[src/rtl/rxpend_pkg.sv]
package rxpend_pkg;

    localparam int MB_COUNT = 16;
    localparam int IDX_W    = $clog2(MB_COUNT);

    typedef logic [MB_COUNT-1:0] mb_vec_t;
    typedef logic [IDX_W-1:0]    mb_idx_t;

    typedef enum logic {
        FRM_DATA   = 1'b0,
        FRM_REMOTE = 1'b1
    } frame_kind_e;

    typedef struct packed {
        logic        valid;
        mb_idx_t     idx;
        frame_kind_e kind;
    } store_ev_t;

    function automatic mb_vec_t idx_onehot(input mb_idx_t idx);
        mb_vec_t v;
        v = '0;
        v[idx] = 1'b1;
        return v;
    endfunction

endpackage

[src/rtl/rxpend_qualify.sv]
module rxpend_qualify
    import rxpend_pkg::*;
(
    input  store_ev_t ev,
    input  mb_vec_t   cfg_rx_data,
    output mb_vec_t   set_vec
);
    logic ev_is_data;
    assign ev_is_data = ev.valid && (ev.kind == FRM_DATA);

    for (genvar i = 0; i < MB_COUNT; i++) begin : g_bit
        assign set_vec[i] = ev_is_data && (ev.idx == mb_idx_t'(i)) && cfg_rx_data[i];
    end
endmodule

[src/rtl/rxpend_flagbank.sv]
module rxpend_flagbank
    import rxpend_pkg::*;
(
    input  logic    clk,
    input  logic    rst,
    input  mb_vec_t set_vec,
    input  mb_vec_t clr_vec,
    output mb_vec_t flags
);
    for (genvar i = 0; i < MB_COUNT; i++) begin : g_flag
        always_ff @(posedge clk) begin
            if (rst)
                flags[i] <= 1'b0;
            else if (set_vec[i])
                flags[i] <= 1'b1;   // set beats a simultaneous clear
            else if (clr_vec[i])
                flags[i] <= 1'b0;
        end
    end
endmodule

[src/rtl/rxpend_irqgate.sv]
module rxpend_irqgate
    import rxpend_pkg::*;
(
    input  mb_vec_t flags,
    input  mb_vec_t mb_mask,
    input  logic    glb_mask,
    output logic    sum_flag,
    output logic    irq
);
    mb_vec_t live;
    assign live     = flags & ~mb_mask;
    assign sum_flag = |live;
    assign irq      = sum_flag & ~glb_mask;
endmodule

[src/rtl/rx_pending_flags.sv]
module rx_pending_flags
    import rxpend_pkg::*;
(
    input  logic                clk,
    input  logic                rst,
    input  logic                st_valid,
    input  logic [IDX_W-1:0]    st_index,
    input  logic                st_remote,
    input  logic [MB_COUNT-1:0] cfg_rx_data,
    input  logic                bus_wr,
    input  logic [MB_COUNT-1:0] bus_wdata,
    output logic [MB_COUNT-1:0] bus_rdata,
    input  logic [MB_COUNT-1:0] mb_mask,
    input  logic                glb_mask,
    output logic                sum_flag,
    output logic                irq
);
    store_ev_t ev;
    mb_vec_t   set_vec;
    mb_vec_t   clr_vec;
    mb_vec_t   flags;

    assign ev.valid = st_valid;
    assign ev.idx   = st_index;
    assign ev.kind  = st_remote ? FRM_REMOTE : FRM_DATA;

    assign clr_vec  = bus_wr ? bus_wdata : '0;

    rxpend_qualify u_qual (
        .ev          (ev),
        .cfg_rx_data (cfg_rx_data),
        .set_vec     (set_vec)
    );

    rxpend_flagbank u_bank (
        .clk     (clk),
        .rst     (rst),
        .set_vec (set_vec),
        .clr_vec (clr_vec),
        .flags   (flags)
    );

    rxpend_irqgate u_gate (
        .flags    (flags),
        .mb_mask  (mb_mask),
        .glb_mask (glb_mask),
        .sum_flag (sum_flag),
        .irq      (irq)
    );

    assign bus_rdata = flags;
endmodule

[config.mk]
export PLATFORM = sky130hd
export DESIGN_NAME = rx_pending_flags
export DESIGN_NICKNAME = d
export VERILOG_FILES = /design/src/rtl/rxpend_pkg.sv /design/src/rtl/rxpend_qualify.sv /design/src/rtl/rxpend_flagbank.sv /design/src/rtl/rxpend_irqgate.sv /design/src/rtl/rx_pending_flags.sv
export SDC_FILE = /design/constraint.sdc
export NUM_CORES = 1
export LEC_CHECK = 0
export ABC_AREA = 1
export BUFFER_PORTS_ARGS = -buffer_cell sky130_fd_sc_hd__buf_2
export CAP_MARGIN = 10
export CORE_ASPECT_RATIO = 1.25
export CORE_MARGIN = 2
export CORE_UTILIZATION = 38
export CTS_CLUSTER_DIAMETER = 120
export DETAILED_ROUTE_END_ITERATION = 7
export HOLD_SLACK_MARGIN = 0.15
export PLACE_DENSITY = 0.81
export SLEW_MARGIN = 20
export SYNTH_ARGS = -nofsm -noshare
export SYNTH_HDL_FRONTEND = slang
export SYNTH_SLANG_ARGS = --single-unit
export TNS_END_PERCENT = 100
[constraint.sdc]
create_clock -name clk -period 2.2 [get_ports clk]
set_clock_uncertainty 0.2 [all_clocks]
set_input_delay 0.11 -clock clk [delete_from_list [all_inputs] [get_ports clk]]
set_output_delay 0.11 -clock clk [all_outputs]
set_load 0.02 [all_outputs]
==> results.rst, run 1 <==
.. list-table::
   :header-rows: 1

   * - Metric
     - Value
   * - Pin count of the biggest net entering global routing
     - 17
   * - Share of total power in the clock network
     - 31.5%
   * - HP Class
     - input port to primary output
   * - Run status
     - complete, no violations
   * - Int Pwr
     - 472.1 uW
   * - Hold buffer count at cts
     - 48
   * - Mean area per synthesized cell
     - 6.223 um^2
   * - Worst-margin pin slew
     - 0.3944 ns
   * - Setup repair after global routing missed its margin
     - false
   * - Instance count of the mapped netlist
     - 151
   * - Master cell of the clock root buffer
     - sky130_fd_sc_hd__clkbuf_4
   * - Antenna diode instance count
     - 0
   * - Total gr overflow
     - 0
   * - Layout cells sized above 1
     - 33.21%
   * - Layout Area Growth over Synthesis
     - 95.87%
   * - Antenna violations before repair
     - 0
   * - Area share of fa/ha/maj cells after synthesis
     - 0%
   * - MaxCap Viol Count
     - 0
   * - Die ar.
     - 2889 um^2
   * - Share of the clock period used by the worst path after layout
     - 95.13%
   * - Multiplexer share of the synthesized area
     - 0%
   * - Share of the synthesized netlist area taken by xor and xnor gates
     - 0%
   * - Worst IR drop on VDD
     - 309.9 uV
   * - Number of nets in the layout
     - 333
   * - Leakage power figure
     - 0.9817 nW
   * - Detailed-route DRC error count
     - 0
   * - Net switching component of the power
     - 168.5 uW
   * - Finished Layout Cells
     - 307
   * - Number of buffers inserted during clock tree synthesis
     - 3
   * - Power per unit of standard cell area
     - 348.1 nW/um^2
   * - Relative contribution of sequential cells to total power
     - 45.7%
   * - Number of hold violations in the final report
     - 0
   * - H-Tree Depth
     - 1
   * - Number of storage elements in the synthesis netlist
     - 16
   * - Cell-by-cell listing of the critical path
     - dlygate4sd3_1 -> buf_2 -> nand2_1 -> dlygate4sd3_1 -> nand2_1 -> a21oi_2 -> dlygate4sd3_1
   * - Routability congestion estimate from global placement
     - 0.7822
   * - TritonCTS clock tree
     - done
   * - Cell type contributing the most total cell area after synthesis
     - sky130_fd_sc_hd__dfxtp_1
   * - Time the worst path needs with I/O delays and setup
     - 2.093 ns
   * - WP data required
     - 2.24 ns
   * - Comb power frac
     - 22.8%
   * - Count of nets left with antenna violations after detail routing
     - 0
   * - Source-to-sink clock delay at the later pin of the worst-skew pair
     - 0.29 ns
   * - Total wire length
     - 3526 um
   * - Family with the most delay on the worst path
     - buffers and inverters
   * - Number of buffer cells added on primary ports
     - 75
   * - Synthesized-area fraction occupied by and/or/nand/nor cells
     - 43.81%
   * - Warning count from the yosys run
     - 0
   * - Site Rows
     - 20
   * - Proportion of total power due to net switching
     - 26.30%
   * - Number of top-level design ports
     - 76
   * - Wire length of the first global-routing pass
     - 5830 um
   * - Top cells by area, synth
     - sky130_fd_sc_hd__dfxtp_1 34%, sky130_fd_sc_hd__nand2_1 23%, sky130_fd_sc_hd__inv_1 8.8%, sky130_fd_sc_hd__nand3_1 8.5%, sky130_fd_sc_hd__a21oi_1 8.0%
   * - Critical path buffer and inverter count
     - 4
   * - Arrival time reported for the critical path endpoint
     - 2.14 ns
   * - Critical Setup Path Class
     - input port to flop
   * - Summed instance area of the synthesized netlist
     - 939.7 um^2
   * - Slew Limit Headroom
     - 73.61%
   * - Most frequent cell on the critical path
     - sky130_fd_sc_hd__dlygate4sd3_1
   * - Kind of end point of the critical path
     - flop
   * - Number of buffers between clock root and the deepest sink
     - 2
   * - Vertical die dimension
     - 59.60 um
   * - Final setup vio count
     - 0
   * - Clock slew seen by the registers of the worst setup and hold paths
     - 0.10 ns
   * - Total instance count after detailed placement
     - 255
   * - Die X
     - 48.48 um
   * - Average wire per cell in the routed design
     - 11.49 um
   * - Maximum fanout encountered on the critical timing path
     - 1
   * - Starting utilization of the core area
     - 39.11%
   * - Final Total Pwr
     - 640.6 uW
   * - Slowest cell delay on critical path
     - 0.56 ns
   * - Registers with the highest flip-flop counts
     - u_bank.flags (16)
   * - Tot GR Track Use
     - 26.49%
   * - Number of global-route vias before repair
     - 1410
   * - Fraction of synthesized cell area taken by the top area cell type
     - 34.09%
   * - Launching element type of the critical path
     - input port
   * - Net count after synthesis
     - 209
   * - Number of clock sinks
     - 16
   * - Max-slew violation count
     - 0
   * - Combinational family with the most area after synthesis
     - simple AND/OR/NAND/NOR gates
   * - Post-synth cell types
     - 16
   * - Post-CTS Resized
     - 0
   * - Iteration-0 DRC count of the detailed router
     - 38
   * - 1st-pass router iterations
     - 4
   * - Post-CTS repair timing setup buffer count
     - 0
   * - Crit-path slowest cell
     - sky130_fd_sc_hd__dlygate4sd3_1
   * - Avg Vias per Cell
     - 4.502
   * - Compound-gate portion of the synthesized area
     - 9.454%
   * - Sum of negative setup slack
     - 0 ns
   * - Final HPWL DP
     - 2089 um
   * - Vias
     - 1382
   * - Sequential fraction of the synthesis area
     - 34.09%
   * - Core area
     - 2402 um^2
   * - Max reg flops
     - 16
   * - Maximum clock frequency
     - 0.4778 GHz
   * - Top register by number of flip-flops
     - u_bank.flags
## synth_stat cells (all sizes together)
cell / number
nand2: 62
nand3: 16
buf: 3
clkbuf: 1
nor2: 13
o21ai: 1
a21oi: 16
inv: 23
dfxtp: 16
## cell type report
type / instances / area [um^2]
Fill cell: 185 / 561.8
Sequential cell: 16 / 320.3
Inverter: 23 / 86.33
Tap cell: 33 / 41.29
Timing Repair Buffer: 123 / 855.8
Clock buffer: 4 / 36.28
Multi-Input combinational cell: 108 / 500.5
## path summary, 6_finish.rpt
kind	from	to	slack, ns	depth (start not counted)
setup / recovery	bus_wdata[9]	u_bank.flags[9]$_SDFFE_PP0P_	0.11	7
hold / removal	glb_mask	irq	0.27	3
setup reg to reg	u_bank.flags[9]$_SDFFE_PP0P_	u_bank.flags[9]$_SDFFE_PP0P_	0.76	3
hold reg to reg	u_bank.flags[4]$_SDFFE_PP0P_	u_bank.flags[4]$_SDFFE_PP0P_	0.84	3
## power by group through the flow
stage	clock, mW	sequential, mW	combinational, mW
floorplan	0	0.301	0.0481
finish	0.202	0.292	0.146
global route	0.210	0.293	0.161
global placement	0	0.299	0.108
CTS	0.196	0.292	0.143
detailed placement	0	0.299	0.109
## layer usage
layer,GRT usage [%],up-vias,share of wire (%)
met5,0,-,0
met2,53.57,56,54
met3,2.778,7,5.9
met1,27.53,613,38
li1,-,706,-
met4,12.24,0,2.1
## cells by family after synthesis
logic type,count (synthesis)
buffers and inverters,27
flip-flops,16
AO/OA/AOI/OAI,17
AND/OR/NAND/NOR,91
## through the flow
stage	hold slack, ns	setup slack [ns]	util [%]	area [um^2]
5_1_grt	0.2806	0.04719	76.61	1841
3_3_place_gp	0.1768	0.9461	55.10	1324
6_report	0.2705	0.1071	76.61	1841
2_1_floorplan	0.06992	0.8501	-	939.7
4_1_cts	0.2702	0.1636	76.61	1841
3_5_place_dp	0.1845	0.9368	55.10	1324
## layout by cell type, fill, tap and decap left out
cell type,instances
sky130_fd_sc_hd__a21oi_1,15
sky130_fd_sc_hd__a21oi_2,1
sky130_fd_sc_hd__buf_2,75
sky130_fd_sc_hd__clkbuf_4,3
sky130_fd_sc_hd__clkbuf_8,1
sky130_fd_sc_hd__dfxtp_1,16
sky130_fd_sc_hd__dlygate4sd3_1,48
sky130_fd_sc_hd__inv_1,22
sky130_fd_sc_hd__inv_2,1
sky130_fd_sc_hd__nand2_1,58
sky130_fd_sc_hd__nand2_2,3
sky130_fd_sc_hd__nand2_4,1
sky130_fd_sc_hd__nand3_1,16
sky130_fd_sc_hd__nor2_1,7
sky130_fd_sc_hd__nor2_2,2
sky130_fd_sc_hd__nor2_4,4
sky130_fd_sc_hd__o21ai_0,1
## worst register-to-register path, stage by stage (launching register included)
cell and delay [ns]:
sky130_fd_sc_hd__dfxtp_1 0.38, sky130_fd_sc_hd__nand2_1 0.10, sky130_fd_sc_hd__a21oi_2 0.15, sky130_fd_sc_hd__dlygate4sd3_1 0.56
Power figures use the tool's default switching activity.
==> inputs of run 2 (changes only) <==
Settings changed: CORE_ASPECT_RATIO 1.25 to 0.7, SKIP_CTS_REPAIR_TIMING set to 1.
Clock period 2.2 ns to 2.62 ns, I/O delays scaled along.
==> results.rst, run 2 (synthesis gave the netlist of run 1 again) <==
.. list-table::
   :header-rows: 1

   * - Metric
     - Value
   * - Maximum fanout encountered on the critical timing path
     - 1
   * - Wire length of the first global-routing pass
     - 4057 um
   * - Slew Limit Headroom
     - 77.33%
   * - Die X
     - 63.44 um
   * - Number of top-level design ports
     - 76
   * - Number of buffers between clock root and the deepest sink
     - 2
   * - Kind of end point of the critical path
     - flop
   * - Maximum clock frequency
     - 0.4849 GHz
   * - Slack of the worst reg-to-reg path
     - 1.19 ns
   * - Count of nets left with antenna violations after detail routing
     - 0
   * - Total wire length
     - 3416 um
   * - Most frequent cell on the critical path
     - sky130_fd_sc_hd__dlygate4sd3_1
   * - Total instance count after detailed placement
     - 256
   * - Run status
     - complete, no violations
   * - Most common cell after layout, fill and taps aside
     - sky130_fd_sc_hd__buf_2
   * - Vertical die dimension
     - 45.61 um
   * - MaxCap Viol Count
     - 0
   * - Crit-path slowest cell
     - sky130_fd_sc_hd__dlygate4sd3_1
   * - HP Class
     - input port to primary output
   * - Sum of negative setup slack
     - 0 ns
   * - Power per unit of standard cell area
     - 298.1 nW/um^2
   * - Core area
     - 2402 um^2
   * - Number of hold violations in the final report
     - 0
   * - Leakage power figure
     - 0.9622 nW
   * - Core occupancy in the finished layout
     - 73.33%
   * - Arrival time reported for the critical path endpoint
     - 2.04 ns
   * - Critical Setup Path Class
     - input port to flop
   * - Max-slew violation count
     - 0
   * - Routability congestion estimate from global placement
     - 0.8471
   * - Share of the clock period used by the worst path after layout
     - 78.71%
   * - Beginning of the worst hold path
     - glb_mask
   * - Worst IR drop on VDD
     - 254.3 uV
   * - Number of clock sinks
     - 16
   * - Commonest cells after routing, fill and taps aside
     - 75 x sky130_fd_sc_hd__buf_2, 58 x sky130_fd_sc_hd__nand2_1, 40 x sky130_fd_sc_hd__dlygate4sd3_1
   * - Number of global-route vias before repair
     - 976
   * - Pin count of the biggest net entering global routing
     - 17
   * - Launching element type of the critical path
     - input port
   * - Master cell of the clock root buffer
     - sky130_fd_sc_hd__clkbuf_4
   * - Top register by number of flip-flops
     - u_bank.flags
   * - Net switching component of the power
     - 135.1 uW
   * - Hold_ws
     - 0.3110 ns
   * - Cell-by-cell listing of the critical path
     - dlygate4sd3_1 -> buf_2 -> nand3_1 -> dlygate4sd3_1 -> a21oi_1 -> dlygate4sd3_1
   * - H-Tree Depth
     - 1
   * - Total gr overflow
     - 0
   * - Number of nets in the layout
     - 325
   * - Iteration-0 DRC count of the detailed router
     - 37
   * - Die ar.
     - 2893 um^2
   * - Detailed-route DRC error count
     - 0
   * - Average wire per cell in the routed design
     - 11.39 um
   * - Family with the most delay on the worst path
     - buffers and inverters
   * - Layout Area Growth over Synthesis
     - 87.48%
   * - Finished Layout Cells
     - 300
   * - 1st-pass router iterations
     - 4
   * - Worst reg2reg startpoint
     - u_bank.flags[6]$_SDFFE_PP0P_
   * - Number of buffers inserted during clock tree synthesis
     - 3
   * - Slowest cell delay on critical path
     - 0.56 ns
   * - Source-to-sink clock delay at the later pin of the worst-skew pair
     - 0.28 ns
   * - Setup repair after global routing missed its margin
     - false
   * - Max reg flops
     - 16
   * - Final Total Pwr
     - 525.2 uW
   * - WP data required
     - 2.60 ns
   * - Final HPWL DP
     - 2178 um
   * - Relative contribution of sequential cells to total power
     - 46.8%
   * - Tot GR Track Use
     - 18.31%
   * - TritonCTS clock tree
     - done
   * - Antenna violations before repair
     - 0
   * - Number of buffer cells added on primary ports
     - 75
   * - Site Rows
     - 15
   * - Worst-margin pin slew
     - 0.3389 ns
   * - Final setup vio count
     - 0
   * - Layout cells sized above 1
     - 34.21%
   * - Proportion of total power due to net switching
     - 25.72%
   * - Int Pwr
     - 390.1 uW
   * - Vias
     - 1331
   * - Antenna diode instance count
     - 0
   * - Registers with the highest flip-flop counts
     - u_bank.flags (16)
   * - Time the worst path needs with I/O delays and setup
     - 2.062 ns
   * - Critical path buffer and inverter count
     - 4
   * - Starting utilization of the core area
     - 39.11%
   * - Comb power frac
     - 21.8%
   * - Avg Vias per Cell
     - 4.437
   * - Share of total power in the clock network
     - 31.4%
   * - Critical Path Start
     - cfg_rx_data[8]
   * - Clock slew seen by the registers of the worst setup and hold paths
     - 0.10 ns
-- run 2: cell type report --
class,instances,area (um^2)
Timing Repair Buffer,115,775.7
Fill cell,222,640.6
Multi-Input combinational cell,108,500.5
Sequential cell,16,320.3
Inverter,23,86.33
Tap cell,34,42.54
Clock buffer,4,36.28
-- run 2: worst min-delay path, delay by kind of cell --
family / cells / cell delay (ns)
buffers and inverters: 2 / 0.21
and+or+nand+nor: 1 / 0.03
-- run 2: power groups by stage --
stage                     registers [mW]  logic, mW  clock network, mW
after detailed placement           0.251     0.0915                  0
after global routing               0.246      0.126              0.178
final                              0.246      0.114              0.165
after floorplan                    0.253     0.0404                  0
after global placement             0.251     0.0911                  0
after CTS                          0.245     0.0918              0.168
-- run 2: final timing paths --
| kind | to | cells after the start |
|---|---|---|
| worst max-delay path | u_bank.flags[8]$_SDFFE_PP0P_ | 6 |
| worst min-delay path | irq | 3 |
| worst max register to register | u_bank.flags[6]$_SDFFE_PP0P_ | 3 |
| worst min register to register | u_bank.flags[5]$_SDFFE_PP0P_ | 3 |
-- run 2: metal layers --
metal	part of all wire (%)	global-route usage [%]	vias up
li1	-	-	692
met1	43	24.36	582
met2	50	29.26	55
met3	6.8	6.436	2
met4	0.26	3.478	0
met5	0	0	-
-- run 2: per-stage QoR --
step                area [um^2]  setup WS [ns]
floorplan                 939.7          1.249
global placement           1325          1.323
detailed placement         1325          1.325
CTS                        1361         0.9897
global route               1762         0.5059
finish                     1762         0.5578
==> inputs of run 3 (changes only) <==
Settings changed: ABC_AREA 1 to 0, CORE_UTILIZATION 38 to 36, PLACE_DENSITY 0.81 to 0.82.
Clock period 2.62 ns to 1.9 ns, I/O delays scaled along.
==> results.rst, run 3 <==
.. list-table::
   :header-rows: 1

   * - Metric
     - Value
   * - Total gr overflow
     - 0
   * - Number of buffers between clock root and the deepest sink
     - 2
   * - Antenna violations before repair
     - 0
   * - Sequential fraction of the synthesis area
     - 39.14%
   * - Master cell of the clock root buffer
     - sky130_fd_sc_hd__clkbuf_4
   * - Run status
     - complete, no violations
   * - HP Class
     - input port to primary output
   * - Fraction of synthesized cell area taken by the top area cell type
     - 39.14%
   * - Average wire per cell in the routed design
     - 14.29 um
   * - Pin count of the biggest net entering global routing
     - 17
   * - Die X
     - 60.99 um
   * - Avg Vias per Cell
     - 4.938
   * - Top register by number of flip-flops
     - u_bank.flags
   * - Worst IR drop on VDD
     - 310.6 uV
   * - Crit-path slowest cell
     - sky130_fd_sc_hd__dfxtp_1
   * - Number of hold violations in the final report
     - 0
   * - Iteration-0 DRC count of the detailed router
     - 54
   * - Count of nets left with antenna violations after detail routing
     - 0
   * - Count leader, synth
     - sky130_fd_sc_hd__nor2_1
   * - Cell type contributing the most total cell area after synthesis
     - sky130_fd_sc_hd__dfxtp_1
   * - TritonCTS clock tree
     - done
   * - Worst slack at placement
     - 0.4990 ns
   * - Vias
     - 1195
   * - Clock slew seen by the registers of the worst setup and hold paths
     - 0.10 ns
   * - Int Pwr
     - 539.6 uW
   * - Source-to-sink clock delay at the later pin of the worst-skew pair
     - 0.29 ns
   * - Finished Layout Cells
     - 242
   * - Sum of negative setup slack
     - 0 ns
   * - Final Total Pwr
     - 723.9 uW
   * - WP data required
     - 1.60 ns
   * - Worst reg2reg startpoint
     - u_bank.flags[15]$_SDFFE_PP0P_
   * - Cell depth of the worst hold path
     - 3
   * - Maximum clock frequency
     - 0.5775 GHz
   * - Number of nets in the layout
     - 269
   * - Capture instance of the worst register-to-register path
     - u_bank.flags[15]$_SDFFE_PP0P_
   * - Starting utilization of the core area
     - 37.98%
   * - Detailed-route DRC error count
     - 0
   * - Time the worst path needs with I/O delays and setup
     - 1.732 ns
   * - Beginning of the worst hold path
     - glb_mask
   * - Mean area per synthesized cell
     - 8.022 um^2
   * - Critical Setup Path Class
     - flop to primary output
   * - Proportion of total power due to net switching
     - 25.47%
   * - Fin worst setup slack
     - 0.1683 ns
   * - Tot GR Track Use
     - 21.99%
   * - Most common cell after layout, fill and taps aside
     - sky130_fd_sc_hd__buf_2
   * - Net count after synthesis
     - 160
   * - Kind of end point of the critical path
     - primary output
   * - Wire length of the first global-routing pass
     - 4195 um
   * - Number of clock sinks
     - 16
   * - Number of storage elements in the synthesis netlist
     - 16
   * - Layout cells sized above 1
     - 39.05%
   * - H-Tree Depth
     - 1
   * - Slack of the worst reg-to-reg path
     - 0.46 ns
   * - Post-route standard cell area excluding fillers
     - 1579 um^2
   * - Endpoint of the worst hold path
     - irq
   * - Cell-by-cell listing of the critical path
     - nand2b_1 -> o2111ai_1 -> nor3_1 -> nand3_1 -> buf_2
   * - Leakage power figure
     - 0.7214 nW
   * - Antenna diode instance count
     - 0
   * - Arrival time reported for the critical path endpoint
     - 1.44 ns
   * - Number of top-level design ports
     - 76
   * - Core area
     - 2155 um^2
   * - Total instance count after detailed placement
     - 205
   * - Relative contribution of sequential cells to total power
     - 46.8%
   * - DP Area
     - 1212 um^2
   * - Maximum fanout encountered on the critical timing path
     - 3
   * - MaxCap Viol Count
     - 0
   * - Number of buffer cells added on primary ports
     - 75
   * - Warning count from the yosys run
     - 0
   * - Core occupancy in the finished layout
     - 73.29%
   * - Worst-margin pin slew
     - 0.4026 ns
   * - Registers with the highest flip-flop counts
     - u_bank.flags (16)
   * - Number of buffers inserted during clock tree synthesis
     - 3
   * - Max-slew violation count
     - 0
   * - Slew Limit Headroom
     - 73.11%
   * - Summed instance area of the synthesized netlist
     - 818.3 um^2
   * - Setup repair after global routing missed its margin
     - false
   * - Net switching component of the power
     - 184.4 uW
   * - Share of total power in the clock network
     - 32.4%
   * - Commonest cells after routing, fill and taps aside
     - 75 x sky130_fd_sc_hd__buf_2, 33 x sky130_fd_sc_hd__dlygate4sd3_1, 17 x sky130_fd_sc_hd__nor2_1
   * - Die ar.
     - 2677 um^2
   * - Instance count of the mapped netlist
     - 102
   * - Number of global-route vias before repair
     - 940
   * - Top cells by area, synth
     - sky130_fd_sc_hd__dfxtp_1 39%, sky130_fd_sc_hd__a32oi_1 17%, sky130_fd_sc_hd__nor2_1 7.8%, sky130_fd_sc_hd__nand2_1 7.3%, sky130_fd_sc_hd__inv_1 6.0%
   * - Length in cells of the worst reg-to-reg path
     - 3
   * - Most common flop cell mapped by yosys
     - sky130_fd_sc_hd__dfxtp_1
   * - 1st-pass router iterations
     - 4
   * - Async set or reset register ratio after synthesis
     - 0%
   * - Slowest cell delay on critical path
     - 0.34 ns
   * - Power per unit of standard cell area
     - 458.5 nW/um^2
   * - Site Rows
     - 14
   * - Post-synth cell types
     - 21
   * - Number of enable-type register cells in the synthesized netlist
     - 0
   * - Max reg flops
     - 16
   * - Layout Area Growth over Synthesis
     - 92.97%
   * - Leading post-synthesis cells by instance count
     - 17 x sky130_fd_sc_hd__nor2_1, 16 x sky130_fd_sc_hd__a32oi_1, 16 x sky130_fd_sc_hd__dfxtp_1, 16 x sky130_fd_sc_hd__nand2_1, 13 x sky130_fd_sc_hd__inv_1
   * - Vertical die dimension
     - 43.89 um
   * - Comb power frac
     - 20.8%
   * - Final setup vio count
     - 0
   * - Hold_ws
     - 0.2470 ns
   * - Routability congestion estimate from global placement
     - 0.7779
   * - Final HPWL DP
     - 2328 um
   * - Share of the clock period used by the worst path after layout
     - 91.14%
   * - Launching element type of the critical path
     - flop
   * - Total wire length
     - 3458 um
==> run 3: cell type report <==
type / instances / area, um^2
well taps: 32 / 40.04
multi-input cells: 69 / 427.9
inverters: 13 / 48.80
repair buffers: 108 / 705.7
clock buffers: 4 / 36.28
fillers: 186 / 575.6
flip-flops and latches: 16 / 320.3
==> run 3: worst max-delay path: cells and delay by family (launching register included) <==
kind | cells | cell delay, ns
DFF | 1 | 0.34
AOI/OAI and AO/OA | 1 | 0.11
and+or+nand+nor | 3 | 0.52
buffers and inverters | 1 | 0.18
==> run 3: metal layers <==
layer	vias up	wire, um	track usage, %
met5	-	0	0
met3	2	346	7.761
met2	63	1725	34.62
met1	546	1375	29.51
li1	584	-	-
met4	0	10	3.913
==> run 3: worst max-delay path by stage <==
stage	start	to	slack, ns	cells past startpoint
floorplan	u_bank.flags[15]$_SDFFE_PP0P_	irq	0.44	4
global placement	u_bank.flags[3]$_SDFFE_PP0P_	irq	0.54	5
detailed placement	u_bank.flags[3]$_SDFFE_PP0P_	irq	0.50	5
CTS	u_bank.flags[3]$_SDFFE_PP0P_	irq	0.17	5
global route	u_bank.flags[4]$_SDFFE_PP0P_	irq	0.07	5
finish	u_bank.flags[3]$_SDFFE_PP0P_	sum_flag	0.17	5
==> run 3: logic make-up after synthesis <==
group | after synthesis | synth area share (%)
AND/OR/NAND/NOR | 45 | 28.13
AO/OA/AOI/OAI | 24 | 24.16
buffers and inverters | 17 | 8.562
flip-flops | 16 | 39.14
==> run 3: power by group through the flow <==
stage                     sequential [mW]  clock [mW]  combinational, mW
final                               0.339       0.234              0.151
after global routing                0.339       0.246              0.164
after CTS                           0.339       0.237              0.116
after detailed placement            0.346           0              0.115
after global placement              0.346           0              0.113
after floorplan                     0.349           0             0.0397
